### src/rtl/spi_sr_pkg.sv
package spi_sr_pkg;
  localparam int BL_W = 12;
  localparam int ST_W = 8;

  localparam logic [7:0] OFS_RXD  = 8'h00;
  localparam logic [7:0] OFS_TXD  = 8'h04;
  localparam logic [7:0] OFS_CTRL = 8'h08;
  localparam logic [7:0] OFS_CFG  = 8'h0C;
  localparam logic [7:0] OFS_IEN  = 8'h10;
  localparam logic [7:0] OFS_STAT = 8'h18;

  localparam int ST_TXE  = 0;
  localparam int ST_TXLO = 1;
  localparam int ST_TXF  = 2;
  localparam int ST_RXR  = 3;
  localparam int ST_RXF  = 4;
  localparam int ST_OVF  = 6;
  localparam int ST_DONE = 7;

  localparam int CT_EN       = 0;
  localparam int CT_MODE_LSB = 4;
  localparam int CT_SEL_LSB  = 12;
  localparam int CT_BL_LSB   = 20;

  typedef enum logic [2:0] {
    RS_NONE, RS_RXD, RS_TXD, RS_CTRL, RS_CFG, RS_IEN, RS_STAT
  } reg_sel_e;

  function automatic reg_sel_e decode_ofs(input logic [7:0] ofs);
    case (ofs)
      OFS_RXD:  return RS_RXD;
      OFS_TXD:  return RS_TXD;
      OFS_CTRL: return RS_CTRL;
      OFS_CFG:  return RS_CFG;
      OFS_IEN:  return RS_IEN;
      OFS_STAT: return RS_STAT;
      default:  return RS_NONE;
    endcase
  endfunction

  function automatic logic [BL_W:0] round_burst(input logic [BL_W-1:0] field);
    logic [BL_W:0] n;
    n = {1'b0, field} + 1'b1;
    return (n + (BL_W+1)'(7)) & ~((BL_W+1)'(7));
  endfunction
endpackage

### src/rtl/spi_sr_fifo.sv
module spi_sr_fifo #(
  parameter int W     = 32,
  parameter int DEPTH = 8,
  localparam int PTR_W = $clog2(DEPTH),
  localparam int CNT_W = $clog2(DEPTH + 1)
) (
  input  logic             clk,
  input  logic             rst_n,
  input  logic             flush,
  input  logic             push,
  input  logic [W-1:0]     din,
  input  logic             pop,
  output logic [W-1:0]     dout,
  output logic [CNT_W-1:0] count
);
  logic [W-1:0]     mem [DEPTH];
  logic [PTR_W-1:0] wr_ptr, rd_ptr;
  logic             do_push, do_pop;

  assign do_push = push && (count != CNT_W'(DEPTH));
  assign do_pop  = pop && (count != '0);
  assign dout    = mem[rd_ptr];

  function automatic logic [PTR_W-1:0] bump(input logic [PTR_W-1:0] p);
    return (p == PTR_W'(DEPTH - 1)) ? '0 : p + 1'b1;
  endfunction

  always_ff @(posedge clk or negedge rst_n) begin
    if (!rst_n) begin
      wr_ptr <= '0;
      rd_ptr <= '0;
      count  <= '0;
    end else if (flush) begin
      wr_ptr <= '0;
      rd_ptr <= '0;
      count  <= '0;
    end else begin
      if (do_push) wr_ptr <= bump(wr_ptr);
      if (do_pop)  rd_ptr <= bump(rd_ptr);
      if (do_push && !do_pop)      count <= count + 1'b1;
      else if (do_pop && !do_push) count <= count - 1'b1;
    end
  end

  always_ff @(posedge clk) begin
    if (do_push && !flush) mem[wr_ptr] <= din;
  end
endmodule

### src/rtl/spi_sr_flags.sv
module spi_sr_flags
  import spi_sr_pkg::*;
#(
  parameter int DATA_W = 32,
  parameter int DEPTH  = 8,
  localparam int CNT_W = $clog2(DEPTH + 1)
) (
  input  logic              clk,
  input  logic              rst_n,
  input  logic [CNT_W-1:0]  tx_count,
  input  logic [CNT_W-1:0]  rx_count,
  input  logic              ovf_evt,
  input  logic              done_evt,
  input  logic              flush,
  input  logic [ST_W-1:0]   clr,
  input  logic [DATA_W-1:0] ien,
  output logic [DATA_W-1:0] status,
  output logic              irq
);
  logic ovf_q, done_q;

  always_ff @(posedge clk or negedge rst_n) begin
    if (!rst_n) begin
      ovf_q  <= 1'b0;
      done_q <= 1'b0;
    end else begin
      if (flush)            ovf_q <= 1'b0;
      else if (ovf_evt)     ovf_q <= 1'b1;
      else if (clr[ST_OVF]) ovf_q <= 1'b0;

      if (done_evt)          done_q <= 1'b1;
      else if (clr[ST_DONE]) done_q <= 1'b0;
    end
  end

  always_comb begin
    status          = '0;
    status[ST_TXE]  = (tx_count == '0);
    status[ST_TXLO] = (tx_count <= CNT_W'(DEPTH / 2));
    status[ST_TXF]  = (tx_count == CNT_W'(DEPTH));
    status[ST_RXR]  = (rx_count != '0);
    status[ST_RXF]  = (rx_count == CNT_W'(DEPTH));
    status[ST_OVF]  = ovf_q;
    status[ST_DONE] = done_q;
  end

  assign irq = |(status & ien);
endmodule

### src/rtl/spi_sr_csdec.sv
module spi_sr_csdec #(
  parameter int NUM_CS = 4,
  localparam int SEL_W = (NUM_CS > 1) ? $clog2(NUM_CS) : 1
) (
  input  logic              clk,
  input  logic              rst_n,
  input  logic              load,
  input  logic              en,
  input  logic [SEL_W-1:0]  sel,
  input  logic [NUM_CS-1:0] mode,
  output logic [NUM_CS-1:0] cs_n,
  output logic              master
);
  for (genvar i = 0; i < NUM_CS; i++) begin : g_line
    always_ff @(posedge clk or negedge rst_n) begin
      if (!rst_n)    cs_n[i] <= 1'b1;
      else if (load) cs_n[i] <= !(en && (sel == SEL_W'(i)));
    end
  end

  always_ff @(posedge clk or negedge rst_n) begin
    if (!rst_n)    master <= 1'b0;
    else if (load) master <= mode[sel];
  end
endmodule

### src/rtl/spi_status_regs.sv
module spi_status_regs
  import spi_sr_pkg::*;
#(
  parameter int DATA_W     = 32,
  parameter int FIFO_DEPTH = 8,
  parameter int NUM_CS     = 4,
  localparam int SEL_W = (NUM_CS > 1) ? $clog2(NUM_CS) : 1,
  localparam int CNT_W = $clog2(FIFO_DEPTH + 1)
) (
  input  logic              clk,
  input  logic              rst_n,
  input  logic              bus_wr,
  input  logic              bus_rd,
  input  logic [7:0]        bus_addr,
  input  logic [DATA_W-1:0] bus_wdata,
  output logic [DATA_W-1:0] bus_rdata,
  output logic              irq,
  output logic [NUM_CS-1:0] cs_n,
  output logic              chan_master,
  output logic [BL_W:0]     eng_burst_bits,
  output logic              eng_flush,
  input  logic              eng_tx_pop,
  output logic [DATA_W-1:0] eng_tx_data,
  output logic              eng_tx_avail,
  input  logic              eng_rx_push,
  input  logic [DATA_W-1:0] eng_rx_data,
  input  logic              eng_burst_done
);
  reg_sel_e          rsel;
  logic              wr_txd, wr_ctrl, wr_cfg, wr_ien, wr_stat, rd_rxd;
  logic [DATA_W-1:0] ctrl_q, cfg_q, ien_q;
  logic [DATA_W-1:0] status_w, rx_head;
  logic [CNT_W-1:0]  tx_count, rx_count;
  logic              flush_now, rx_full_w, ovf_evt;
  logic [ST_W-1:0]   stat_clr;

  assign rsel    = decode_ofs(bus_addr);
  assign wr_txd  = bus_wr && (rsel == RS_TXD);
  assign wr_ctrl = bus_wr && (rsel == RS_CTRL);
  assign wr_cfg  = bus_wr && (rsel == RS_CFG);
  assign wr_ien  = bus_wr && (rsel == RS_IEN);
  assign wr_stat = bus_wr && (rsel == RS_STAT);
  assign rd_rxd  = bus_rd && (rsel == RS_RXD);

  assign flush_now = wr_ctrl && ctrl_q[CT_EN] && !bus_wdata[CT_EN];
  assign rx_full_w = (rx_count == CNT_W'(FIFO_DEPTH));
  assign ovf_evt   = eng_rx_push && rx_full_w;
  assign stat_clr  = wr_stat ? bus_wdata[ST_W-1:0] : '0;

  always_ff @(posedge clk or negedge rst_n) begin
    if (!rst_n) begin
      ctrl_q    <= '0;
      cfg_q     <= '0;
      ien_q     <= '0;
      eng_flush <= 1'b0;
    end else begin
      if (wr_ctrl) ctrl_q <= bus_wdata;
      if (wr_cfg)  cfg_q  <= bus_wdata;
      if (wr_ien)  ien_q  <= bus_wdata;
      eng_flush <= flush_now;
    end
  end

  spi_sr_fifo #(.W(DATA_W), .DEPTH(FIFO_DEPTH)) u_txq (
    .clk(clk), .rst_n(rst_n), .flush(flush_now),
    .push(wr_txd), .din(bus_wdata),
    .pop(eng_tx_pop), .dout(eng_tx_data), .count(tx_count)
  );

  spi_sr_fifo #(.W(DATA_W), .DEPTH(FIFO_DEPTH)) u_rxq (
    .clk(clk), .rst_n(rst_n), .flush(flush_now),
    .push(eng_rx_push), .din(eng_rx_data),
    .pop(rd_rxd), .dout(rx_head), .count(rx_count)
  );

  spi_sr_flags #(.DATA_W(DATA_W), .DEPTH(FIFO_DEPTH)) u_flags (
    .clk(clk), .rst_n(rst_n),
    .tx_count(tx_count), .rx_count(rx_count),
    .ovf_evt(ovf_evt), .done_evt(eng_burst_done),
    .flush(flush_now), .clr(stat_clr), .ien(ien_q),
    .status(status_w), .irq(irq)
  );

  spi_sr_csdec #(.NUM_CS(NUM_CS)) u_cs (
    .clk(clk), .rst_n(rst_n), .load(wr_ctrl),
    .en(bus_wdata[CT_EN]),
    .sel(bus_wdata[CT_SEL_LSB +: SEL_W]),
    .mode(bus_wdata[CT_MODE_LSB +: NUM_CS]),
    .cs_n(cs_n), .master(chan_master)
  );

  assign eng_tx_avail   = (tx_count != '0);
  assign eng_burst_bits = round_burst(ctrl_q[CT_BL_LSB +: BL_W]);

  always_comb begin
    case (rsel)
      RS_RXD:  bus_rdata = (rx_count != '0) ? rx_head : '0;
      RS_CTRL: bus_rdata = ctrl_q;
      RS_CFG:  bus_rdata = cfg_q;
      RS_IEN:  bus_rdata = ien_q;
      RS_STAT: bus_rdata = status_w;
      default: bus_rdata = '0;
    endcase
  end
endmodule

### config.mk
export PLATFORM = sky130hd
export DESIGN_NAME = spi_status_regs
export DESIGN_NICKNAME = d
export VERILOG_FILES = /design/src/rtl/spi_sr_pkg.sv /design/src/rtl/spi_sr_fifo.sv /design/src/rtl/spi_sr_flags.sv /design/src/rtl/spi_sr_csdec.sv /design/src/rtl/spi_status_regs.sv
export SDC_FILE = /design/constraint.sdc
export NUM_CORES = 1
export LEC_CHECK = 0
export BUFFER_PORTS_ARGS = -buffer_cell sky130_fd_sc_hd__buf_2
export CELL_PAD_IN_SITES_DETAIL_PLACEMENT = 2
export CELL_PAD_IN_SITES_GLOBAL_PLACEMENT = 2
export CORE_MARGIN = 8
export CORE_UTILIZATION = 45
export DETAILED_ROUTE_END_ITERATION = 12
export PLACE_DENSITY_LB_ADDON = 0.1
export SKIP_LAST_GASP = 1
export SYNTH_ARGS = -nofsm -noshare
export SYNTH_HDL_FRONTEND = slang
export SYNTH_SLANG_ARGS = --single-unit
### constraint.sdc
create_clock -name clk -period 8.8 [get_ports clk]
set_clock_uncertainty 0.1 [all_clocks]
set_input_delay 0.44 -clock clk [delete_from_list [all_inputs] [get_ports clk]]
set_output_delay 0.44 -clock clk [all_outputs]
set_load 0.005 [all_outputs]
==> summary.txt <==
die width: 254 um
Critical Path AT: 3.55 ns
antenna violations before repair: 6
I/O pins: 164
first-pass GRT wire length: 98.6 mm
Final min period: 4.09 ns
IO Port Bufs: 160
Worst R2R Start: ctrl_q[0]
CTS sink count: 636
compound-cell area share of the yosys netlist: 0.0263
switching part of the total: 0.256
total track usage: 0.207
status: finished clean
Req. time, crit path: 8.26 ns
top post-synthesis cells by area: edfxtp_1 (60%), dfrtp_1 (12%), mux4_2 (11%)
power density over the cells: 262 nW/um^2
largest family of logic cells by synthesized area: multiplexers
Layout Cells excl Fill: 2315
vias in the first global route: 15.0k
FP Rows: 87
Synthesis Warnings: 0
Critical Path Start Type: flop
Routed WL: 66.2 mm
Post-Synthesis Cells: 1293
maximum root-to-sink buffer count: 3
multiplexer area fraction after synthesis: 0.199
HPWL Detailed: 41.9 mm
global route overflow: 0
dominant cell type by area after synthesis: edfxtp_1
Post-Synth Adder-Cell Area: 0.00793
routed vias: 13.1k
Clock Latency Late Sink: 0.60 ns
Num CTS Buffers: 69
Worst Setup End Kind: output port
Max Fclk: 244 MHz
Synth cell types: 57
routed vias/inst: 5.66
starting density of the core: 0.454
dpl cells: 2172
Synth Area in XOR/XNOR: 0.00377
CTS tree: yes
final hold violations: 0
antenna-violating nets left: 0
share of the synthesized area in the top cell type: 0.601
CTS clock-pin slew for the worst setup and hold paths: 0.06 ns
height of the chip: 254 um
RSZ-0062 raised after global routing: false
drt drc: 0
R2R Setup Slk: 5.64 ns
post-CTS setup buffers: 0
DR pass1 iterations: 4
Psw: 1.99 mW
largest net degree at the start of global routing: 74
Hold WC Path Type: input port to flop
GPL Wtd Cong: 0.742
die area: 64700 um^2
ys flop type: edfxtp_1
TNS Setup: 0 ns
number of flops mapped to enable cells by yosys: 512
post-synthesis simple-gate area fraction: 0.0259
fillers: 4884
DR iter-0 viols: 980
Leak: 10.7 nW
worst-path fanout max: 35
WHS Path Cells: 1
Hold EP: u_rxq.mem[7][29]
H-tree Lvls: 3
core area: 56300 um^2
Comb pwr share: 0.168
syn avg cell area: 19.8 um^2
period utilisation layout: 0.465
hold_sp: eng_rx_data[29]
FFs w/ async S/R, synth: 0.195
Seq/Total Area, Yosys: 0.723
Slew Limit Fails: 0
WS Path Type: flop to output port
internal power: 5.80 mW
Area Growth Syn to Fin: 16.4%
nets: 1597
worst-margin pin slew: 1.19 ns
layout cells sized above 1: 0.362
max_slew headroom: 0.202
CTS Root Cell: clkbuf_16
register share of total power: 0.467
Worst R2R Path Depth: 7
clock share of power: 0.365
maxcap violations: 0
VDD IR max: 194 uV
WL/cell: 28.6 um
Final Setup Violations: 0
Cell Area, Synth: 25600 um^2
FF+latch count, synth: 636
FF-to-FF End: u_rxq.mem[4][13]
==> layout make-up <==
cell class / instances / area, um^2 / area share
diodes: 2 / 5.00 / 0.000168
clock buffers: 93 / 1910 / 0.0642
clock inverters: 32 / 297 / 0.00997
inverters: 11 / 41.3 / 0.00139
multi-input cells: 581 / 6870 / 0.231
flip-flops and latches: 636 / 18500 / 0.622
well taps: 756 / 946 / 0.0318
repair buffers: 204 / 1180 / 0.0396
==> placed cells by master (no fill, tap or decap), types with 11 or more instances in the layout <==
master,synthesis,routed
clkbuf_1,30,18
buf_4,3,28
nor2_4,0,12
o21ai_0,38,38
nand2_1,41,41
mux2_2,116,116
clkbuf_16,0,72
mux2_1,13,13
edfxtp_1,512,512
mux4_2,129,129
dfrtp_1,120,115
clkinv_2,0,14
dlygate4sd3_1,0,16
mux2i_1,74,74
inv_1,11,11
a2bb2oi_1,25,25
buf_2,12,159
ha_1,13,13
==> repair_timing <==
item | CTS | global route
hold buffers | 16 | 0
resized for setup | 0 | 0
endpoints found under the hold margin | 136 | 0
==> stage by stage <==
step	hold slack, ns	setup slack [ns]	instance area, um^2	power, mW	utilization
2_1_floorplan	0.0444	4.34	25600	4.51	-
3_3_place_gp	0.342	4.73	27400	4.98	0.486
3_5_place_dp	0.344	4.64	27400	5.04	0.486
4_1_cts	0.00397	4.55	29700	7.92	0.528
5_1_grt	0.0260	4.47	29700	8.10	0.528
6_report	0.0335	4.71	29700	7.80	0.529
==> worst max path at each step <==
| stage | startpoint | to | slack (ns) | depth (start not counted) |
|---|---|---|---|---|
| 2_1_floorplan | bus_addr[5] | u_txq.mem[0][0] | 4.34 | 4 |
| 3_3_place_gp | bus_addr[2] | u_rxq.mem[2][29] | 4.73 | 8 |
| 3_5_place_dp | bus_addr[2] | u_rxq.mem[4][4] | 4.64 | 9 |
| 4_1_cts | u_rxq.rd_ptr[0] | bus_rdata[9] | 4.55 | 5 |
| 5_1_grt | u_rxq.rd_ptr[0] | bus_rdata[9] | 4.47 | 5 |
| 6_report | u_rxq.rd_ptr[0] | bus_rdata[9] | 4.71 | 5 |
==> kinds of logic after synthesis <==
logic type	Yosys count
flops	636
mux	332
simple gates	121
compound gates	99
buf+inv	78
fa+ha+maj	15
xor+xnor	11
other cells	1
==> Yosys cell counts, drive strengths merged (2+ instances only) <==
| master | count |
|---|---|
| a22oi | 7 |
| a2bb2oi | 25 |
| a21oi | 10 |
| mux2 | 129 |
| o22a | 6 |
| nand4 | 7 |
| or3 | 4 |
| ha | 13 |
| fa | 2 |
| a21o | 2 |
| and3b | 2 |
| nor2 | 20 |
| nand3b | 3 |
| nor3 | 6 |
| edfxtp | 512 |
| or4 | 2 |
| buf | 37 |
| nand2 | 42 |
| mux4 | 129 |
| dfstp | 4 |
| o21ai | 38 |
| xnor2 | 8 |
| inv | 11 |
| dfrtp | 120 |
| nand3 | 10 |
| nor4 | 4 |
| nand2b | 9 |
| clkbuf | 30 |
| nor2b | 2 |
| nor4b | 4 |
| xor2 | 3 |
| mux2i | 74 |
| a32oi | 2 |
==> metal layers <==
layer,vias up,wire length (um),GRT usage
met5,-,27,0
met4,4,1650,0.0628
met3,101,2300,0.0329
met2,248,35000,0.369
met1,7087,27200,0.259
li1,5673,-,-
==> power groups by stage <==
stage	logic (mW)	clock network, mW	registers, mW
3_5_place_dp	1.33	0	3.71
2_1_floorplan	0.894	0	3.62
4_1_cts	1.35	2.92	3.65
6_report	1.31	2.85	3.64
3_3_place_gp	1.29	0	3.69
5_1_grt	1.42	3.00	3.67
==> worst max-delay path: stages, from the launching register on <==
cell	delay, ns
dfrtp_4	0.85
buf_4	0.70
mux4_2	0.59
mux2i_1	0.33
o21ai_0	0.26
buf_2	0.20
==> sequential cells by signal (all words and copies together), names as in the netlist, 3 cells and up <==
name / cells
u_txq.mem: 256
u_txq.count: 4
u_rxq.mem: 256
ien_q: 32
cfg_q: 32
u_txq.rd_ptr: 3
u_rxq.rd_ptr: 3
ctrl_q: 32
u_rxq.count: 4
u_cs.cs_n: 4
u_txq.wr_ptr: 3
u_rxq.wr_ptr: 3
Power figures use the tool's default switching activity.
